## config.mk

```make
export PLATFORM = sky130hd
export DESIGN_NAME = tdc_readout_seq
export DESIGN_NICKNAME = d
export VERILOG_FILES = /design/src/rtl/tdc_seq_pkg.sv /design/src/rtl/tdc_sync_edge.sv /design/src/rtl/tdc_therm_decode.sv /design/src/rtl/tdc_out_reg.sv /design/src/rtl/tdc_readout_seq.sv
export SDC_FILE = /design/constraint.sdc
export NUM_CORES = 1
export LEC_CHECK = 0
export CORE_ASPECT_RATIO = 2
export CORE_MARGIN = 2
export CORE_UTILIZATION = 40
export CTS_BUF_LIST = sky130_fd_sc_hd__clkbuf_16
export DETAILED_ROUTE_END_ITERATION = 8
export MAX_ROUTING_LAYER = met4
export PLACE_DENSITY = 0.65
export SYNTH_ARGS = -nofsm -noshare
export SYNTH_HDL_FRONTEND = slang
export SYNTH_SLANG_ARGS = --single-unit
```

## constraint.sdc

```tcl
create_clock -name clk -period 4.9 [get_ports clk]
set_input_delay 0.735 -clock clk [delete_from_list [all_inputs] [get_ports clk]]
set_output_delay 0.735 -clock clk [all_outputs]
set_load 0.03 [all_outputs]
```

## src/rtl/tdc_seq_pkg.sv

```systemverilog
package tdc_seq_pkg;
  typedef enum logic [2:0] {
    PH_WAIT,
    PH_RESET,
    PH_CHARGE,
    PH_SELECT,
    PH_SETTLE,
    PH_CONVERT,
    PH_EMIT
  } phase_t;
endpackage

```

## src/rtl/tdc_sync_edge.sv

```systemverilog
module tdc_sync_edge #(
  parameter int STAGES = 2
) (
  input  logic clk,
  input  logic rst_n,
  input  logic din,
  output logic rise,
  output logic fall
);
  logic [STAGES-1:0] chain;
  logic              prev;

  always_ff @(posedge clk) begin
    if (!rst_n) begin
      chain <= '0;
      prev  <= 1'b0;
    end else begin
      chain <= {chain[STAGES-2:0], din};
      prev  <= chain[STAGES-1];
    end
  end

  assign rise = chain[STAGES-1] & ~prev;
  assign fall = ~chain[STAGES-1] & prev;
endmodule

```

## src/rtl/tdc_therm_decode.sv

```systemverilog
module tdc_therm_decode #(
  parameter int NCH = 15,
  localparam int CW = $clog2(NCH + 1)
) (
  input  logic [NCH-1:0] hi_v,
  input  logic [NCH-1:0] lo_v,
  output logic [CW-1:0]  coarse,
  output logic [NCH-1:0] sel,
  output logic           partial,
  output logic           range_err,
  output logic           bubble
);
  always_comb begin
    coarse = '0;
    for (int i = 0; i < NCH; i++) coarse = coarse + CW'(hi_v[i]);
  end

  for (genvar g = 0; g < NCH; g++) begin : g_sel
    assign sel[g] = (coarse == CW'(g)) && lo_v[g] && !hi_v[g];
  end

  assign partial   = |sel;
  assign range_err = |(hi_v & ~lo_v);
  assign bubble    = |(hi_v & (hi_v + NCH'(1)));
endmodule

```

## src/rtl/tdc_out_reg.sv

```systemverilog
module tdc_out_reg #(
  parameter int RW = 9
) (
  input  logic          clk,
  input  logic          rst_n,
  input  logic          load,
  input  logic [RW-1:0] din,
  input  logic          din_rerr,
  input  logic          din_bub,
  input  logic          ready,
  output logic          valid,
  output logic [RW-1:0] dout,
  output logic          dout_rerr,
  output logic          dout_bub,
  output logic          free
);
  assign free = !valid || ready;

  always_ff @(posedge clk) begin
    if (!rst_n) begin
      valid     <= 1'b0;
      dout      <= '0;
      dout_rerr <= 1'b0;
      dout_bub  <= 1'b0;
    end else if (load) begin
      valid     <= 1'b1;
      dout      <= din;
      dout_rerr <= din_rerr;
      dout_bub  <= din_bub;
    end else if (ready) begin
      valid <= 1'b0;
    end
  end
endmodule

```

## src/rtl/tdc_readout_seq.sv

```systemverilog
module tdc_readout_seq
  import tdc_seq_pkg::*;
#(
  parameter int NCH    = 15,
  parameter int FW     = 5,
  parameter int SETTLE = 3,
  localparam int CW = $clog2(NCH + 1),
  localparam int RW = CW + FW
) (
  input  logic           clk,
  input  logic           rst_n,
  input  logic           start_async,
  input  logic           stop_async,
  input  logic [NCH-1:0] hi_cmp,
  input  logic [NCH-1:0] lo_cmp,
  output logic [NCH-1:0] sw_sel,
  output logic           adc_start,
  input  logic           adc_done,
  input  logic [FW-1:0]  adc_code,
  output logic           res_valid,
  input  logic           res_ready,
  output logic [RW-1:0]  res_data,
  output logic           res_range_err,
  output logic           res_bubble
);
  localparam int SCW = $clog2(SETTLE + 1);

  phase_t         phase;
  logic           start_rise, start_fall_unused;
  logic           stop_rise, stop_fall;
  logic [NCH-1:0] hi_q, lo_q, sel_w;
  logic [CW-1:0]  coarse_w;
  logic           partial_w, rerr_w, bub_w;
  logic [FW-1:0]  fine_q;
  logic [SCW-1:0] settle_cnt;
  logic           load, slot_free;

  tdc_sync_edge #(.STAGES(2)) u_sync_start (
    .clk(clk), .rst_n(rst_n), .din(start_async),
    .rise(start_rise), .fall(start_fall_unused)
  );

  tdc_sync_edge #(.STAGES(2)) u_sync_stop (
    .clk(clk), .rst_n(rst_n), .din(stop_async),
    .rise(stop_rise), .fall(stop_fall)
  );

  tdc_therm_decode #(.NCH(NCH)) u_dec (
    .hi_v(hi_q), .lo_v(lo_q), .coarse(coarse_w), .sel(sel_w),
    .partial(partial_w), .range_err(rerr_w), .bubble(bub_w)
  );

  assign load = (phase == PH_EMIT) && slot_free && !start_rise;

  tdc_out_reg #(.RW(RW)) u_out (
    .clk(clk), .rst_n(rst_n), .load(load),
    .din({coarse_w, fine_q}), .din_rerr(rerr_w), .din_bub(bub_w),
    .ready(res_ready), .valid(res_valid), .dout(res_data),
    .dout_rerr(res_range_err), .dout_bub(res_bubble), .free(slot_free)
  );

  always_ff @(posedge clk) begin
    if (!rst_n) begin
      phase      <= PH_WAIT;
      hi_q       <= '0;
      lo_q       <= '0;
      sw_sel     <= '0;
      adc_start  <= 1'b0;
      fine_q     <= '0;
      settle_cnt <= '0;
    end else begin
      adc_start <= 1'b0;
      if (start_rise) begin
        phase  <= PH_RESET;
        sw_sel <= '0;
      end else begin
        case (phase)
          PH_RESET:  if (stop_rise) phase <= PH_CHARGE;
          PH_CHARGE: if (stop_fall) begin
            hi_q  <= hi_cmp;
            lo_q  <= lo_cmp;
            phase <= PH_SELECT;
          end
          PH_SELECT: if (partial_w) begin
            sw_sel     <= sel_w;
            settle_cnt <= '0;
            phase      <= PH_SETTLE;
          end else begin
            fine_q <= '0;
            phase  <= PH_EMIT;
          end
          PH_SETTLE: if (settle_cnt == SCW'(SETTLE - 1)) begin
            adc_start <= 1'b1;
            phase     <= PH_CONVERT;
          end else begin
            settle_cnt <= settle_cnt + SCW'(1);
          end
          PH_CONVERT: if (adc_done) begin
            fine_q <= adc_code;
            sw_sel <= '0;
            phase  <= PH_EMIT;
          end
          PH_EMIT: if (slot_free) phase <= PH_WAIT;
          default: ;
        endcase
      end
    end
  end
endmodule

```

# Word-level counts from Yosys, hierarchy flattened
# Index checks and enable logic that the tools add are counted.
[classes]
add_sub_neg = 16
n_mul = 0
n_div = 0
order_cmp = 0
n_eq_ne = 34
n_shift = 0
muxes = 20
bitwise = 12
n_reduce_logical = 67
[ops]
columns = ["op", "count"]
rows = [
  ["4-bit by 1-bit adder with 4-bit output", 13],
  ["15-bit OR reduction", 3],
  ["1-bit logical AND", 32],
  ["15-bit bitwise AND", 2],
  ["15-bit 2-to-1 mux", 2],
  ["15-bit one-hot mux with 2 select lines", 1],
  ["4-bit == test, second input constant", 7],
  ["3-bit one-hot mux with 6 select lines", 1],
  ["1-bit zero test", 17],
  ["4-bit by 3-bit == test with 1-bit output, second input constant", 4],
  ["2-bit != test, second input constant", 8],
  ["15-bit by 1-bit adder with 15-bit output, second input constant", 1],
  ["3-bit 2-to-1 mux", 5],
  ["3-bit != test, second input constant", 5],
  ["15-bit inverter", 1],
  ["6-bit AND reduction", 2],
  ["5-bit 2-to-1 mux", 2],
  ["5-bit one-hot mux with 2 select lines", 1],
  ["3-bit == test, second input constant", 3],
  ["4-bit by 2-bit == test with 1-bit output, second input constant", 2],
  ["4-bit AND reduction", 2],
  ["7-bit nonzero test", 1],
  ["3-bit by 2-bit == test with 1-bit output, second input constant", 2],
  ["2-bit 2-to-1 mux", 3],
  ["16 further kinds", 29],
]
[totals]
ff_bits = 74
latchBits = 0
mem_bits_rw = 0
romBits = 0
input_bits = 41
out_inout_bits = 28
elab_cells = 165
n_memories = 0

# Depth between registers and ports, before layout
# Gate-level depths: netlist of the first run.
[logic_depth]
depth_word = 21
ltp_mapped = 18
ltp_nobuf = 16

# By module
# Synthesis of the first run repeated with hierarchy kept, for this count alone.
[unflattened]
hier_cells = 446
area_unflattened_um2 = 3986.3
[modules_own_cells]
columns = ["module", "instances", "cells_each", "area_each_um2", "seq_area_each_um2"]
rows = [
  ["tdc_readout_seq", 1, 258, 2413.6, 1121.1],
  ["tdc_therm_decode", 1, 133, 938.4, 0.0],
  ["tdc_out_reg", 1, 39, 451.7, 240.2],
  ["tdc_sync_edge", 2, 8, 91.3, 60.1],
]

# Worst setup path before layout of the first run
# No wires, ideal clock.
[synth_timing]
path_kind = "reg2reg"
from = "register hi_q[0]"
to = "register sw_sel[0]"
setup_time_ps = 72
t_arrival_ps = 5336
required_ps = 4828
setup_slack_ps = -507
path_stages_with_launch = 18
n_path_buf = 2
synth_period_minus_slack_ps = 5407
path_cell_list = "dfxtp_1 inv_1 ha_1 fa_1 fa_1 fa_1 fa_1 inv_1 ha_1 fa_1 buf_6 or2b_2 nor3b_1 or3_1 mux4_2 o31ai_4 buf_8 mux2i_1"
[synth_between]
elab_chain_len = 20
elab_cells_between_ends = 65
cone_classes = "14 x add/sub; 15 x eq/ne; 2 x mux; 34 x reduce/logical"
[synth_lines]
columns = ["item", "line_no", "source"]
rows = [
  ["from (decl)", "tdc_readout_seq.sv:31", "logic [NCH-1:0] hi_q, lo_q, sel_w;"],
  ["from (signal assigned)", "tdc_readout_seq.sv:80", "hi_q <= hi_cmp;"],
  ["1-bit by 1-bit adder with 2-bit output (*)", "tdc_therm_decode.sv:15", "for (int i = 0; i < NCH; i++) coarse = coarse + CW'(hi_v[i]);"],
  ["4-bit by 1-bit adder with 4-bit output (*) (13 in series)", "tdc_therm_decode.sv:15", ""],
  ["named net coarse_w[1]", "tdc_readout_seq.sv:32", "logic [CW-1:0] coarse_w;"],
  ["4-bit by 1-bit == test with 1-bit output (tied with other cells)", "tdc_therm_decode.sv:19", "assign sel[g] = (coarse == CW'(g)) && lo_v[g] && !hi_v[g];"],
  ["1-bit logical AND (2 in series)", "tdc_therm_decode.sv:19", ""],
  ["15-bit OR reduction", "tdc_therm_decode.sv:22", "assign partial = |sel;"],
  ["2-bit != test (no line)", "n/a", ""],
  ["3-bit AND reduction (no line)", "n/a", ""],
  ["to (signal assigned)", "tdc_readout_seq.sv:85", "sw_sel <= sel_w;"],
  ["to (decl)", "tdc_readout_seq.sv:16", "output logic [NCH-1:0] sw_sel,"],
]
# The timed path passes the listed nets; every way through them passes the cells marked *. The select of a mux whose other input is x is not followed.
# A chain may end at the register's enable or synchronous reset.

# Final worst setup path of the first run
# Same ends and word-level chain as after synthesis.

==> impl_results.md, run 1 <==
- Outcome: complete, but fails checks
- Failing checks: negative setup slack
- Overall routing resource usage: 24.47%
- Area Growth Syn to Fin: 40.29%
- Share of cells above drive strength 1: between 10% and 20%
- Avg Inst Size Synth: about 8.2 µm²
- Register area share after synthesis: approximately two fifths
- Worst setup SP type: register
- Hold EP: u_sync_start.chain[1]$_SDFF_PN0_
- GR Util met3: under 10%
- Global route total overflow: 0
- Crit path max fanout: 15
- R2r setup slk: -0.27 ns
- Clk_lat worst skew: 0.34 ns
- Die height: around 140 µm
- Worst IR Drop VDD: 205.5 µV
- Hold path startpoint: u_sync_start.chain[0]$_SDFF_PN0_
- Syn nets: about 500
- Met2 GRT Util: about 43%
- Core area: ~9000 µm²
- Max-slew violation count: 0
- Worst Reg-to-Reg Cells: 16
- Register area: approximately 1500 µm²
- P per Cell Area: 255.3 nW/µm²
- Initial core utilization: 40.76%
- Crit path DAT: ~5.4 ns
- # clock sinks: 74
- Ports: 69
- Top Usage Layer GRT: met2
- Worst Skew: between 0.008 and 0.009 ns
- WL/cell: roughly 17 µm
- Post-synth EDFFs: 0
- Fin. Hold Viols: 0
- Multi-input gate area: roughly 2000 µm²
- Final net count: between 600 and 700
- Worst slew pin tran: 1.156 ns
- Top-area cell type share of the netlist area: between 40% and 50%
- Antenna cells: 0
- Normalized max-slew margin: a little under a quarter
- Final Critical Period: 5.170 ns
- Vias: around 3,500
- H-tree Lvls: 3
- Clock Tree Root: clkbuf_16
- TritonCTS clock tree: yes
- Netlist cell types: 51
- Setup TNS: -5.274 ns
- RSZ-0062 raised after global routing: true
- Setup crit end kind: register
- Synth top area cells: dfxtp_1, nand2_1, fa_1
- IO buf count: 68
- Final setup margin: -0.2702 ns
- Final instance count without filler cells: 659
- Gpl congestion: ~1
- Global-route wire length before repair: between 15,000 and 20,000 µm
- Ys async rst share: 0%
- Post-synth top area cell: dfxtp_1
- Worst r2r dst: sw_sel[0]$_SDFFE_PP0P_
- CTS Buf Count: 9
- # DRC: 0
- Bufs on Longest Clock Path: 2
- Reg clk slew, reported paths: 0.05 ns
- Initial antenna violation count: 0
- Crit share post-route: 105.5%
- Row count: around 50
- Leak: between 1.5 and 2 nW
- Ys flop type: dfxtp_1
- Fmax: ~0.19 GHz
- Hold Path Cell Cnt: 1
- Fill cell count: about 850
- FF-to-FF Start: hi_q[0]$_SDFFE_PN0P_
- Mapped Cells: 443
- ANT nets after route: 0
- Worst EP required: roughly 5.2 ns
- Post-Syn Area: approximately 3600 µm²
- Dpl hpwl: ~9000 µm
- Die extent in x: slightly above 70 µm
- GR Util met1: between 20% and 30%
- Die footprint: between 9000 and 10,000 µm²
- Largest net degree at the start of global routing: 35
- WL final: around 11,000 µm
- #FFs+latches synth: 74
- Final setup vio count: 23
- CP Class: reg -> reg
- Tightest Hold Check Type: reg -> reg
- Placed Cells: 639
- Via density: 5.326
- TritonRoute pass-1 iters: 4
- Initial DRC count: about 210
- YS warnings: 0
- Max-cap viol count: 0
- Vias in the first global route: 3,594
-- cell usage in the layout, fill, tap and decap left out, types with 2 or more instances in the layout --
cell and n:
nor2_1 12, clkdlybuf4s50_1 68, mux2i_1 16, a21oi_1 34, a22oi_1 5, dfxtp_2 2, fa_1 8, inv_1 26
nor3b_1 6, or4_1 2, buf_4 48, xnor2_1 2, a31oi_1 7, nor2b_1 5, o21ai_1 4, dfxtp_1 72
ha_1 7, nor3_1 8, and2_1 7, or3_1 4, and3_1 5, a21boi_0 10, clkinvlp_4 2, ha_4 2
inv_2 2, o21ai_0 9, o31ai_1 2, clkinv_1 2, nand2b_1 2, nand2_1 114, nand3_1 6, clkinv_2 2
clkbuf_16 9, nand4_1 8, nor4_1 2, o22ai_1 6
-- layout make-up --
type	instances	share of cell area [%]
flip-flops and latches	74	28.99
clock inverters	7	1.320
multi-input cells	320	39.72
clock buffers	9	4.400
inverters	29	2.127
well taps	102	2.493
repair buffers	118	20.95
-- routing by layer --
metal  share of wire (%)  up-vias
met4                 4.9        0
met1                  37     1631
met5                   0        -
li1                    -     1742
met2                  55      106
met3                 3.2       31
-- cells in the mapped netlist, drive strengths merged, types with 8 or more instances --
cell,n
ha,9
a21boi,10
mux2i,16
nor2,13
fa,9
inv,28
o21ai,14
dfxtp,74
clkbuf,18
nand2,114
a21oi,34
nand4,8
nor3,8
-- report_power, final --
part,internal (mW),leakage [nW],total [mW],switching (mW)
clock,0.392,0.139,0.648,0.256
combinational,0.0330,1.19,0.0530,0.0200
sequential,0.604,0.598,0.606,0.00200
total,1.03,1.93,1.31,0.278
-- state kept, by name, indices dropped and copies added, names as in the netlist --
signal	flops
u_sync_start.chain	2
lo_q	15
phase	3
sw_sel	15
u_sync_stop.chain	2
adc_start	1
u_out.dout_bub	1
u_out.valid	1
u_out.dout	9
settle_cnt	2
fine_q	5
u_out.dout_rerr	1
u_sync_stop.prev	1
u_sync_start.prev	1
hi_q	15
-- through the flow --
stage	hold slack, ns	worst slack, ns	utilization [%]	cell area [µm²]	power (mW)
floorplan	0.4119	-0.2732	-	3676	0.6349
finish	0.4325	-0.2702	57.18	5119	1.307
global placement	0.4186	-0.3719	53.12	4755	0.6720
CTS	0.4373	-0.2859	56.95	5097	1.320
global route	0.4511	-0.4606	57.18	5119	1.357
detailed placement	0.4243	-0.4050	53.12	4755	0.6726
-- worst max path at each step --
stage	start	endpoint	slack, ns	cells after the start
6_report	hi_q[0]$_SDFFE_PN0P_	sw_sel[0]$_SDFFE_PP0P_	-0.27	16
5_1_grt	hi_q[0]$_SDFFE_PN0P_	sw_sel[14]$_SDFFE_PP0P_	-0.46	16
4_1_cts	hi_q[0]$_SDFFE_PN0P_	sw_sel[2]$_SDFFE_PP0P_	-0.29	16
3_5_place_dp	hi_q[0]$_SDFFE_PN0P_	fine_q[4]$_SDFFE_PN0P_	-0.41	16
3_3_place_gp	hi_q[0]$_SDFFE_PN0P_	fine_q[1]$_SDFFE_PN0P_	-0.37	16
2_1_floorplan	hi_q[0]$_SDFFE_PN0P_	sw_sel[0]$_SDFFE_PP0P_	-0.27	17
-- repair_timing --
| action | CTS | global route |
|---|---|---|
| gates resized for setup | 10 | 3 |
| hold buffers | 0 | 0 |
| setup endpoints to repair | 23 | 23 |
| pin swaps | 8 | 2 |
| buffers inserted | 3 | 1 |
-- cells by family after synthesis --
kind of cell               synth area share (%)
AOI/OAI and AO/OA                         15.57
xor gates and xnor gates                 0.4802
adders and majority gates                 8.025
buffers and inverters                     5.555
DFF                                       40.60
muxes                                     5.315
and+or+nand+nor                           24.45
-- critical path: stages (launching register included) --
cell and delay (ns):
dfxtp_2 0.33, inv_2 0.05, ha_4 0.26, fa_1 0.42
fa_1 0.51, fa_1 0.42, fa_1 0.51, inv_2 0.05
ha_4 0.15, fa_2 0.62, or2b_4 0.15, nor3b_2 0.04
or3_1 0.38, mux4_2 0.54, o31ai_4 0.26, buf_12 0.20
mux2i_1 0.19
Power figures use the tool's default switching activity.
==> run 2, diff against run 1 <==
--- a/config.mk
+++ b/config.mk
@@ -11,7 +11,7 @@
 export CTS_BUF_LIST = sky130_fd_sc_hd__clkbuf_16
 export DETAILED_ROUTE_END_ITERATION = 8
 export MAX_ROUTING_LAYER = met4
-export PLACE_DENSITY = 0.65
+export PLACE_DENSITY = 0.75
 export SYNTH_ARGS = -nofsm -noshare
 export SYNTH_HDL_FRONTEND = slang
 export SYNTH_SLANG_ARGS = --single-unit
==> run 2 against run 1 <==
Largest cell class unchanged; register-to-register slack got worse by 0.06 ns; power rose by 8.3%; sequential power barely moved; first-iteration DRC count fell by 32%; die area did not move; count of clock-buffer cells in the layout did not move; via count rose by 0.91%; wire length rose by 1.2%; cell area fell by 0.59%; the run still ends with negative setup slack left; clock power rose by 17%.
==> impl_results.md, run 2 (synthesized netlist as in run 1, its figures left out) <==
- Via density: ~5.5
- Multi-input gate area: about 2000 µm²
- Row count: ~50
- Initial DRC count: between 100 and 150
- Commonest non-fill, non-tap cell in the layout: nand2_1
- Final net count: roughly 600
- Final instance count without filler cells: 649
- Bufs on Longest Clock Path: 2
- Core area: around 9000 µm²
- Setup crit end kind: register
- Worst IR Drop VDD: 234.4 µV
- Crit path max fanout: 5
- Area Growth Syn to Fin: 39.47%
- Fill cell count: 795
- Die extent in x: between 70 and 80 µm
- Final Util: 56.85%
- Ports: 69
- Antenna cells: 0
- Die height: about 140 µm
- Worst Skew: roughly 0.011 ns
- Worst slew pin tran: 1.133 ns
- CTS Hold Buffers Added: 0
- Fin. Hold Viols: 0
- Die footprint: 9947 µm²
- Tightest Hold Check Type: reg -> reg
- TritonRoute pass-1 iters: 5
- Final setup vio count: 23
- CTS Buf Count: 9
- Max-cap viol count: 0
- WL final: 11,380 µm
- RSZ-0062 raised after global routing: true
- Max-slew violation count: 0
- Crit share post-route: 106.7%
- Largest net degree at the start of global routing: 34
- Largest regs: hi_q x15, lo_q x15, sw_sel x15
- Clk_lat worst skew: 0.34 ns
- Normalized max-slew margin: 24.28%
- Share of cells above drive strength 1: approximately 14%
- Overall power: around 1.4 mW
- Gpl congestion: between 0.9 and 1
- ANT nets after route: 0
- Most frequent cells in the layout: nand2_1, dfxtp_1, clkdlybuf4s50_1, buf_4, a21oi_1
- Final Critical Period: between 5 and 6 ns
- Outcome: complete, but fails checks
- Fmax: 0.1913 GHz
- Placed Cells: around 630
- # DRC: 0
- Crit path DAT: between 5 and 6 ns
- IO buf count: 68
- P per Cell Area: 278.0 nW/µm²
- Clock Tree Root: clkbuf_16
- Vias: about 3,500
- Vias in the first global route: ~3,700
- Worst EP required: between 5 and 6 ns
- Initial antenna violation count: 0
- Failing checks: negative setup slack
- Worst setup SP type: register
- WL/cell: 17.53 µm
- Initial core utilization: roughly two fifths
- Final setup margin: -0.3267 ns
- H-tree Lvls: 3
- Reg clk slew, reported paths: around 0.060 ns
- Overall routing resource usage: roughly 25%
- CP Class: reg -> reg
- Global-route wire length before repair: 18,190 µm
- TritonCTS clock tree: yes
- # clock sinks: between 70 and 80
- Global route total overflow: 0
- Dpl hpwl: slightly above 9000 µm
- Register area: ~1500 µm²
- Leak: 1.906 nW
[run 2: changes by cell type in the layout (fill, tap and decap cells not counted), sizes merged]
cell      previous run  this run
buf                 50        41
bufinv               1         3
clkinv               4         2
clkinvlp             2         0
inv                 29        30
[run 2: through the flow]
step	TNS [ns]	hold slack [ns]	setup slack, ns	instance area (µm²)
2_1_floorplan	-4.593	0.4119	-0.2732	3676
3_3_place_gp	-4.893	0.4187	-0.2406	4702
3_5_place_dp	-6.251	0.4281	-0.3150	4702
4_1_cts	-5.752	0.4431	-0.3316	5081
5_1_grt	-8.825	0.4658	-0.4299	5089
6_report	-6.481	0.4415	-0.3267	5089
[run 2: final cells by class]
class                      count  share of cell area (%)
sequential                    74                   29.16
clock buffer                   9                   4.426
timing repair buffer         109                   19.67
multi-input combinational    320                   39.88
inverter                      29                   2.139
tap                          102                   2.508
clock inverter                 6                   2.213
[run 2: layer usage]
layer  up-vias  part of all wire [%]  track usage, %  wire (µm)
met5         -                     0               -          0
met1      1684                    35           23.33       4024
met2       111                    57           45.18       6450
li1       1717                     -               -          -
met4         0                   4.5           13.51        515
met3        30                   3.4           3.924        385
[run 2: path summary, 6_finish.rpt]
| path | depth (start not counted) | startpoint | slack, ns | to |
|---|---|---|---|---|
| setup / recovery | 17 | hi_q[0]$_SDFFE_PN0P_ | -0.33 | fine_q[3]$_SDFFE_PN0P_ |
| hold / removal | 1 | u_sync_start.chain[0]$_SDFF_PN0_ | 0.44 | u_sync_start.chain[1]$_SDFF_PN0_ |
| setup reg to reg | 17 | hi_q[0]$_SDFFE_PN0P_ | -0.33 | fine_q[3]$_SDFFE_PN0P_ |
| hold reg to reg | 1 | u_sync_start.chain[0]$_SDFF_PN0_ | 0.44 | u_sync_start.chain[1]$_SDFF_PN0_ |
[run 2: worst max-delay path, cell delays in order, from the launching register on]
cell and delay (ns):
dfxtp_2 0.33, inv_2 0.05, ha_4 0.26, fa_1 0.44
fa_1 0.51, fa_1 0.43, fa_1 0.51, inv_2 0.05
ha_4 0.16, fa_2 0.59, or2b_4 0.16, nor3b_2 0.06
or3_1 0.37, mux4_2 0.54, buf_4 0.17, nor4b_2 0.24
buf_4 0.16, o21ai_0 0.08
[run 2: what timing repair did]
action,4_1_cts,5_1_grt
buffers inserted,1,1
endpoints found under the setup margin,23,23
pin swaps,3,0
gates resized for setup,8,0
[run 2: power by group]
| group | total [mW] | switching (mW) | internal [mW] | leakage, nW |
|---|---|---|---|---|
| sequential | 0.606 | 0.00221 | 0.604 | 0.598 |
| combinational | 0.0530 | 0.0200 | 0.0330 | 1.14 |
| clock | 0.755 | 0.258 | 0.497 | 0.166 |
